==> config.mk <==
export PLATFORM = sky130hd
export DESIGN_NAME = spim_master
export DESIGN_NICKNAME = d
export VERILOG_FILES = /design/src/rtl/spim_pkg.sv /design/src/rtl/spim_baud.sv /design/src/rtl/spim_shift.sv /design/src/rtl/spim_master.sv
export SDC_FILE = /design/constraint.sdc
export NUM_CORES = 1
export LEC_CHECK = 0
export ABC_AREA = 1
export BUFFER_PORTS_ARGS = -buffer_cell sky130_fd_sc_hd__buf_2
export CORE_MARGIN = 2
export CORE_UTILIZATION = 45
export CTS_CLUSTER_DIAMETER = 150
export DETAILED_ROUTE_END_ITERATION = 10
export PLACE_DENSITY = 0.71
export REMOVE_ABC_BUFFERS = 1
export SETUP_SLACK_MARGIN = 0.05
export SYNTH_ARGS = -nofsm -noshare
export SYNTH_HDL_FRONTEND = slang
export SYNTH_HIERARCHICAL = 1
export SYNTH_SLANG_ARGS = --single-unit
==> constraint.sdc <==
create_clock -name clk -period 4.5 [get_ports clk]
set_input_delay 0 -clock clk [delete_from_list [all_inputs] [get_ports clk]]
set_output_delay 0 -clock clk [all_outputs]
set_load 0.02 [all_outputs]
==> src/rtl/spim_pkg.sv <==
package spim_pkg;

  typedef enum logic {
    EDGE_FALL = 1'b0,
    EDGE_RISE = 1'b1
  } spim_edge_e;

  // Receive edge: rising when phase and polarity bits agree.
  function automatic spim_edge_e rx_edge_of(input logic cpha, input logic cpol);
    return (cpha ~^ cpol) ? EDGE_RISE : EDGE_FALL;
  endfunction

endpackage

==> src/rtl/spim_baud.sv <==
module spim_baud #(
  parameter int DIV_W = 8
) (
  input  logic             clk,
  input  logic             rst_n,
  input  logic             run,
  input  logic [DIV_W-1:0] div,
  output logic             half_tick
);

  logic [DIV_W-1:0] cnt_q;

  assign half_tick = run && (cnt_q == div);

  always_ff @(posedge clk or negedge rst_n) begin
    if (!rst_n)                cnt_q <= '0;
    else if (!run || half_tick) cnt_q <= '0;
    else                       cnt_q <= cnt_q + 1'b1;
  end

endmodule

==> src/rtl/spim_shift.sv <==
module spim_shift #(
  parameter int DW = 8
) (
  input  logic          clk,
  input  logic          rst_n,
  input  logic          load,
  input  logic [DW-1:0] load_val,
  input  logic          sample_en,
  input  logic          shift_en,
  input  logic          miso,
  output logic          mosi_bit,
  output logic [DW-1:0] next_word
);

  logic [DW-1:0] sh_q;
  logic          samp_q;

  assign mosi_bit  = sh_q[DW-1];
  assign next_word = {sh_q[DW-2:0], samp_q};

  always_ff @(posedge clk or negedge rst_n) begin
    if (!rst_n) begin
      sh_q   <= '0;
      samp_q <= 1'b0;
    end else begin
      if (load)          sh_q <= load_val;
      else if (shift_en) sh_q <= next_word;
      if (sample_en)     samp_q <= miso;
    end
  end

endmodule

==> src/rtl/spim_master.sv <==
module spim_master
  import spim_pkg::*;
#(
  parameter int DATA_W = 8,
  parameter int DIV_W  = 8
) (
  input  logic                       clk,
  input  logic                       rst_n,
  input  logic                       start_i,
  input  logic [DATA_W-1:0]          tx_data_i,
  input  logic [$clog2(DATA_W)-1:0]  len_i,
  input  logic [DIV_W-1:0]           div_i,
  input  logic                       cpol_i,
  input  logic                       cpha_i,
  input  logic                       multi_i,
  input  logic                       coll_clr_i,
  output logic [DATA_W-1:0]          rx_data_o,
  output logic                       busy_o,
  output logic                       coll_o,
  output logic                       sck_o,
  output logic                       mosi_o,
  input  logic                       miso_i,
  output logic                       oe_o,
  output logic                       ss_n_o,
  output logic                       ss_oe_o,
  input  logic                       ss_n_i
);

  localparam int LEN_W = $clog2(DATA_W);
  localparam int NB_W  = LEN_W + 1;
  localparam int HC_W  = $clog2(2 * DATA_W);

  function automatic logic [NB_W-1:0] bits_of(input logic [LEN_W-1:0] l);
    return (l == '0) ? NB_W'(DATA_W) : {1'b0, l};
  endfunction

  function automatic logic [DATA_W-1:0] align_tx(input logic [DATA_W-1:0] d,
                                                 input logic [NB_W-1:0]   n);
    return d << (NB_W'(DATA_W) - n);
  endfunction

  function automatic logic [DATA_W-1:0] mask_of(input logic [NB_W-1:0] n);
    logic [DATA_W:0] m;
    m = ((DATA_W+1)'(1) << n) - 1'b1;
    return m[DATA_W-1:0];
  endfunction

  logic              busy_q, coll_q;
  logic [HC_W-1:0]   hcnt_q;
  logic              c_cpol_q, c_cpha_q;
  logic [DIV_W-1:0]  c_div_q;
  logic [NB_W-1:0]   c_nbits_q;
  logic [DATA_W-1:0] rx_q;

  // Named internal events.
  logic              ss_bad, accept, refuse, abort;
  logic              half_tick, last_half, done;
  logic              sample_en, shift_en, sck_act;
  logic              mosi_bit;
  logic [DATA_W-1:0] next_word;
  logic [HC_W:0]     last_idx;
  spim_edge_e        rx_edge;

  assign ss_bad    = multi_i && !ss_n_i;
  assign accept    = start_i && !busy_q && !ss_bad;
  assign refuse    = start_i && !busy_q && ss_bad;
  assign abort     = busy_q && ss_bad;
  assign last_idx  = (HC_W+1)'({c_nbits_q, 1'b0}) - 1'b1;
  assign last_half = ({1'b0, hcnt_q} == last_idx);
  assign done      = half_tick && last_half && !abort;
  assign sample_en = half_tick && !hcnt_q[0];
  assign shift_en  = half_tick && hcnt_q[0];
  assign sck_act   = c_cpha_q ? ~hcnt_q[0] : hcnt_q[0];
  assign rx_edge   = rx_edge_of(c_cpha_q, c_cpol_q);

  spim_baud #(.DIV_W(DIV_W)) baud_i (
    .clk       (clk),
    .rst_n     (rst_n),
    .run       (busy_q),
    .div       (c_div_q),
    .half_tick (half_tick)
  );

  spim_shift #(.DW(DATA_W)) shift_i (
    .clk       (clk),
    .rst_n     (rst_n),
    .load      (accept),
    .load_val  (align_tx(tx_data_i, bits_of(len_i))),
    .sample_en (sample_en),
    .shift_en  (shift_en),
    .miso      (miso_i),
    .mosi_bit  (mosi_bit),
    .next_word (next_word)
  );

  always_ff @(posedge clk or negedge rst_n) begin
    if (!rst_n) begin
      busy_q    <= 1'b0;
      coll_q    <= 1'b0;
      hcnt_q    <= '0;
      c_cpol_q  <= 1'b0;
      c_cpha_q  <= 1'b0;
      c_div_q   <= '0;
      c_nbits_q <= NB_W'(DATA_W);
      rx_q      <= '0;
    end else begin
      if (accept) begin
        busy_q    <= 1'b1;
        hcnt_q    <= '0;
        c_cpol_q  <= cpol_i;
        c_cpha_q  <= cpha_i;
        c_div_q   <= div_i;
        c_nbits_q <= bits_of(len_i);
      end else begin
        if (abort || done) busy_q <= 1'b0;
        if (half_tick)     hcnt_q <= hcnt_q + 1'b1;
      end
      if (abort || refuse) coll_q <= 1'b1;
      else if (coll_clr_i) coll_q <= 1'b0;
      if (done) rx_q <= next_word & mask_of(c_nbits_q);
    end
  end

  assign busy_o    = busy_q;
  assign coll_o    = coll_q;
  assign rx_data_o = rx_q;
  assign sck_o     = busy_q ? (c_cpol_q ^ sck_act) : cpol_i;
  assign mosi_o    = busy_q & mosi_bit;
  assign oe_o      = multi_i ? busy_q : 1'b1;
  assign ss_n_o    = ~busy_q;
  assign ss_oe_o   = ~multi_i;

  // Assertions
  a_r8_abort_ends: assert property (@(posedge clk) disable iff (!rst_n)
    (busy_o && multi_i && !ss_n_i) |=> (!busy_o && coll_o));

  a_r9_refuse_start: assert property (@(posedge clk) disable iff (!rst_n)
    (start_i && !busy_o && multi_i && !ss_n_i) |=> (!busy_o && coll_o));

  a_r10_coll_sticky: assert property (@(posedge clk) disable iff (!rst_n)
    (coll_o && !coll_clr_i) |=> coll_o);

  a_r5_busy_needs_start: assert property (@(posedge clk) disable iff (!rst_n)
    $rose(busy_o) |-> $past(start_i));

  a_r2_mosi_hold: assert property (@(posedge clk) disable iff (!rst_n)
    (busy_o && !half_tick && !abort) |=> $stable(mosi_o));

  a_r4_sck_only_on_tick: assert property (@(posedge clk) disable iff (!rst_n)
    (busy_o && !half_tick && !abort) |=> $stable(sck_o));

  a_r3_rx_edge_dir: assert property (@(posedge clk) disable iff (!rst_n)
    (sample_en && !abort) |=> (sck_o == (rx_edge == EDGE_RISE)));

endmodule

Word-level counts from Yosys, hierarchy flattened
Index checks and enable logic that the tools add are counted.
{"block": "word_totals", "regBits": 45, "in_bits": 28, "output_inout_bits": 15, "wordCells": 62}
{"block": "op_classes", "addsub": 5, "n_eq_ne": 2, "shift": 2, "muxes": 13, "n_bitwise": 6, "reduce_logical": 23}
{"cell": "$mux 8", "n": 3}
{"cell": "$mux 4", "n": 3}
{"cell": "$logic_and 1x1->1", "n": 10}
{"cell": "$add 8x1->8 const B", "n": 1}
{"cell": "$and 8x8->8", "n": 1}
{"cell": "$eq 8x8->1", "n": 1}
{"cell": "$reduce_bool 2->1", "n": 4}
{"cell": "$shl 1x4->8 const A", "n": 1}
{"cell": "$shl 8x4->8", "n": 1}
{"cell": "$sub 8x1->8 const B", "n": 1}
{"cell": "$mux 1", "n": 7}
{"cell": "$eq 4x5->1", "n": 1}
{"cell": "$logic_not 1->1", "n": 5}
{"cell": "$sub 5x1->5 const B", "n": 1}
{"cell": "$add 4x1->4 const B", "n": 1}
{"cell": "$sub 4x4->4 const A", "n": 1}
{"cell": "$logic_not 3->1", "n": 1}
{"cell": "$logic_or 1x1->1", "n": 3}
{"cell": "$not 1->1", "n": 3}
{"cell": "$and 1x1->1", "n": 1}
{"cell": "$xor 1x1->1", "n": 1}

Logic depth before layout (Yosys ltp)
{"block": "logic_depth", "depth_word": 8, "depth_mapped": 15, "depth_no_buf": 15}

By module
The synthesis kept the hierarchy.
{"mod": "spim_master", "instances": 1, "cells_per_inst": 249, "area_per_inst_um2": 1771.7, "seq_area_each_um2": 701.9}
{"mod": "spim_baud", "instances": 1, "cells_per_inst": 71, "area_per_inst_um2": 514.2, "seq_area_each_um2": 200.2}
{"mod": "spim_shift", "instances": 1, "cells_per_inst": 49, "area_per_inst_um2": 427.9, "seq_area_each_um2": 225.2}

Worst setup path after synthesis
No wires, ideal clock.
{"block": "synth_timing", "path_type": "register -> register", "from": "reg baud_i.cnt_q[5]", "to": "reg rx_q[2] (netlist: rx_data_o[2])", "setup_ps": 118, "arrival_ps": 1845, "t_required_ps": 4382, "setup_slack_ps": 2537, "stages_incl_launch_ff": 16, "path_buffers": 1, "period_less_slack_ps": 1963, "path_cell_list": "dfrtp_1 inv_1 nand2_1 nand2_1 nand2_1 nor2_1 nand2_2 nor2_1 nand2_1 nor2_1 nand4_1 nor2_2 nand3_2 buf_6 nand2_1 o21ai_2"}
{"block": "synth_between", "elab_chain_len": 4}
{"item": "start, declared", "line": "spim_baud.sv:11", "rtl": "logic [DIV_W-1:0] cnt_q;"}
{"item": "start signal, assigned", "line": "spim_baud.sv:18", "rtl": "else cnt_q <= cnt_q + 1'b1;"}
{"item": "$eq 8x8->1", "line": "spim_baud.sv:13", "rtl": "assign half_tick = run && (cnt_q == div);"}
{"item": "$logic_and 1x1->1", "line": "spim_baud.sv:13"}
{"item": "net half_tick", "line": "spim_master.sv:57", "rtl": "logic half_tick, last_half, done;"}
{"item": "$logic_and 1x1->1 (2 in a row)", "line": "spim_master.sv:70", "rtl": "assign done = half_tick && last_half && !abort;"}
{"item": "end signal, assigned", "line": "spim_master.sv:120", "rtl": "if (done) rx_q <= next_word & mask_of(c_nbits_q);"}
{"item": "end, declared", "line": "spim_master.sv:53", "rtl": "logic [DATA_W-1:0] rx_q;"}
The timed path passes the listed nets, and every way through them passes these cells.
A chain may end at the register's enable or synchronous reset.

Worst setup path after layout
{"block": "layout_timing", "from": "reg baud_i.cnt_q[2]", "to": "reg rx_q[0] (netlist: rx_data_o[0])"}
The elaborated chain is that of the path after synthesis.

==> flow_summary.json <==
{
  "max_freq_mhz": 442.6,
  "ys_seq_area_share_pct": 41.54,
  "die_x_microns": 81.66,
  "syn2layout_area_growth_pct": 19.64,
  "cp-end-kind": "flop",
  "antennaDiodeCount": 0,
  "yosysMostFrequentCell": "nand2_1",
  "cp.arrival_ns": 2.44,
  "status": "completed",
  "core_area_sq_mm": 0.005886,
  "relSlewSlack_pct": 35.42,
  "synthesis.area_sq_mm": 0.002714,
  "cts_hold_buffers": 16,
  "post_cts_resized": 0,
  "path_cells": "xnor2_1 > nand2_1 > nor2_1 > nand2_2 > nor2_1 > nand2_1 > nor2_1 > nand4_1 > nor2_2 > nand3_2 > nand2_1 > o21ai_2",
  "synth_edf_count": 0,
  "cp.depth": 12,
  "post-dp-hpwl_microns": 4049,
  "crit_fanout": 15,
  "crit_required_ns": 4.68,
  "io_pins": 43,
  "layout-drive-gt1-share_pct": 16.36,
  "grt_max_degree": 46,
  "ys_top_cells_by_count": "137 x nand2_1, 44 x dfrtp_1, 41 x inv_1, 31 x nand3_1, 31 x nor2_1",
  "drtIter0Drc": 83,
  "drc": 0,
  "p_leak_nw": 1.739,
  "max_cap_viol_count": 0,
  "whs_path_depth": 3,
  "synth_area_leaders": "dfrtp_1 41%, nand2_1 19%, nand3_1 5.7%",
  "initial_core_util_pct": 46.11,
  "peakVddDrop_mv": 0.1766,
  "ys_ff_latch": 45,
  "hold_viol": 0,
  "drt_wl_total_microns": 5497,
  "path_clk_slew_ns": 0.08,
  "h-tree-depth": 2,
  "viasPerCell": 4.797,
  "ys_warn_count": 6,
  "crit_path_start_kind": "flop",
  "synth_top_area_cell": "dfrtp_1",
  "post-place-ws_ns": 2.266,
  "ant_nets": 0,
  "dieArea_sq_mm": 0.006668,
  "antenna_found_initial": 0,
  "core.rowCount": 28,
  "clk_path_buf_depth": 2,
  "hold_path_class": "in -> reg",
  "synthCells": 369,
  "insertion_delay_ns": 0.30,
  "yosys_most_used_dff": "dfrtp_1",
  "setup_viol": 0,
  "cts_root_buf": "clkbuf_8",
  "avgSynthCellArea_sq_um": 7.355,
  "min_period_ns": 2.259,
  "skew_ns": 0.01028,
  "grt_pass1_vias": 2182,
  "postSynth.asyncResetShare_pct": 100.0,
  "power.density_mw_per_mm2": 421.4,
  "maxSlewViolCount": 0,
  "tightest_slew_ns": 0.9687,
  "wl_per_cell_microns": 10.93,
  "path_buf_inv": 0,
  "cts.sinks": 45,
  "ff2ff_path_depth": 12,
  "cts_tree": "done",
  "fin_crit_sh_pct": 50.20,
  "drt_first_pass_iters": 4,
  "critPathTopFamily": "simple AND/OR/NAND/NOR gates",
  "critPathKind": "reg -> reg",
  "cp_slowest_cell": "dfrtp_1",
  "postCtsSetupBuffers": 0,
  "fin_nets": 464,
  "synth.distinct_cells": 33,
  "portBuffers": 42,
  "place_congestion": 0.8208,
  "die_h_microns": 81.66,
  "grt.overflow.total": 0,
  "synth_top_area_share_pct": 40.57,
  "grt_setup_unrepaired": "no",
  "fin_hold_ws_ns": 0.07483,
  "vias": 2413,
  "layout_setup_ws_ns": 2.241,
  "tns_ns": 0,
  "numCtsBuffers": 5,
  "grt_pass1_wl_microns": 9563,
  "grt_usage_pct": 18.58,
  "max_stage_delay_ns": 0.46
}
[cell families (layout without fill, tap and decap cells)]
kind of cell,count (synthesis),count (layout),share of synthesized area (%)
and+or+nand+nor,216,216,33.93
buffers and inverters,51,110,8.068
xor gates and xnor gates,11,11,3.550
AOI/OAI and AO/OA,33,33,7.285
adders and majority gates,9,9,4.149
muxes,4,4,1.475
DFF,45,45,41.54
[worst reg2reg max path, stage by stage, from the launching register on]
cell and delay (ns):
dfrtp_1 0.46, xnor2_1 0.17, nand2_1 0.07, nor2_1 0.11, nand2_2 0.09, nor2_1 0.28, nand2_1 0.14, nor2_1 0.12
nand4_1 0.10, nor2_2 0.12, nand3_2 0.26, nand2_1 0.17, o21ai_2 0.06
[cell type report]
cell class | instances | area [sq um]
Clock buffer | 7 | 86.33
Clock inverter | 1 | 30.03
Fill cell | 588 | 2639
Inverter | 43 | 161.4
Multi-Input combinational cell | 273 | 1370
Sequential cell | 45 | 1127
Tap cell | 75 | 93.84
Timing Repair Buffer | 59 | 377.9
[layout by cell type, fill, tap and decap left out, types with 2 or more instances in the layout]
| cell | instances |
|---|---|
| nand2_1 | 137 |
| dfrtp_1 | 44 |
| buf_2 | 42 |
| inv_1 | 41 |
| nand3_1 | 31 |
| nor2_1 | 30 |
| o21ai_0 | 18 |
| dlygate4sd3_1 | 16 |
| ha_1 | 9 |
| xnor2_1 | 6 |
| clkbuf_8 | 6 |
| xor2_1 | 5 |
| o21ai_2 | 5 |
| nor2_2 | 4 |
| mux2i_1 | 4 |
| nand4_1 | 3 |
| nand2_2 | 2 |
| inv_2 | 2 |
| a21oi_1 | 2 |
| a31oi_1 | 2 |
| o21ai_1 | 2 |
| nor3_1 | 2 |
| nor3_2 | 2 |
[where the power goes]
group	internal, mW	switching [mW]
clock network	0.181	0.130
logic	0.186	0.298
registers	0.488	0.0846
total	0.855	0.513
[stage by stage]
step                      total power, mW  cell area, sq um  std cells  util [%]
final                               1.368              3247        503     55.17
after global routing                1.491              3247        503     55.17
after CTS                           1.380              3247        503     55.17
after detailed placement            1.052              2970        479     50.47
after global placement              1.038              2970        479     50.47
after floorplan                    0.9218              2656        361         -
[state kept, by name (all words and copies together) (netlist names)]
register / count
shift_i/samp_q: 1
baud_i/cnt_q: 8
c_cpha_q: 1
hcnt_q: 4
c_nbits_q: 4
busy_o: 1
c_cpol_q: 1
rx_data_o: 8
c_div_q: 8
shift_i/sh_q: 8
coll_o: 1
[final timing paths]
kind                                                 from                  endpoint  slack, ns
worst max-delay path            baud_i/cnt_q[2]$_DFF_PN0_  rx_data_o[0]$_DFFE_PN0P_       2.24
worst min-delay path                             len_i[0]  c_nbits_q[0]$_DFFE_PN0P_       0.07
worst max register to register  baud_i/cnt_q[2]$_DFF_PN0_  rx_data_o[0]$_DFFE_PN0P_       2.24
worst min register to register   rx_data_o[6]$_DFFE_PN0P_  rx_data_o[6]$_DFFE_PN0P_       0.49
max in group asynchronous                           rst_n  rx_data_o[6]$_DFFE_PN0P_       3.49
min in group asynchronous                           rst_n    c_div_q[2]$_DFFE_PN0P_       0.40
[metal layers]
metal | GRT usage (%) | share of wire (%) | wire (microns) | vias up
met5 | 0 | 0 | 0 | -
met4 | 6.500 | 1.7 | 93 | 0
met3 | 3.297 | 4.2 | 233 | 8
met2 | 29.59 | 43 | 2363 | 54
met1 | 25.56 | 51 | 2806 | 1079
li1 | - | - | - | 1272
No activity file was read; power rests on OpenSTA's default activity.
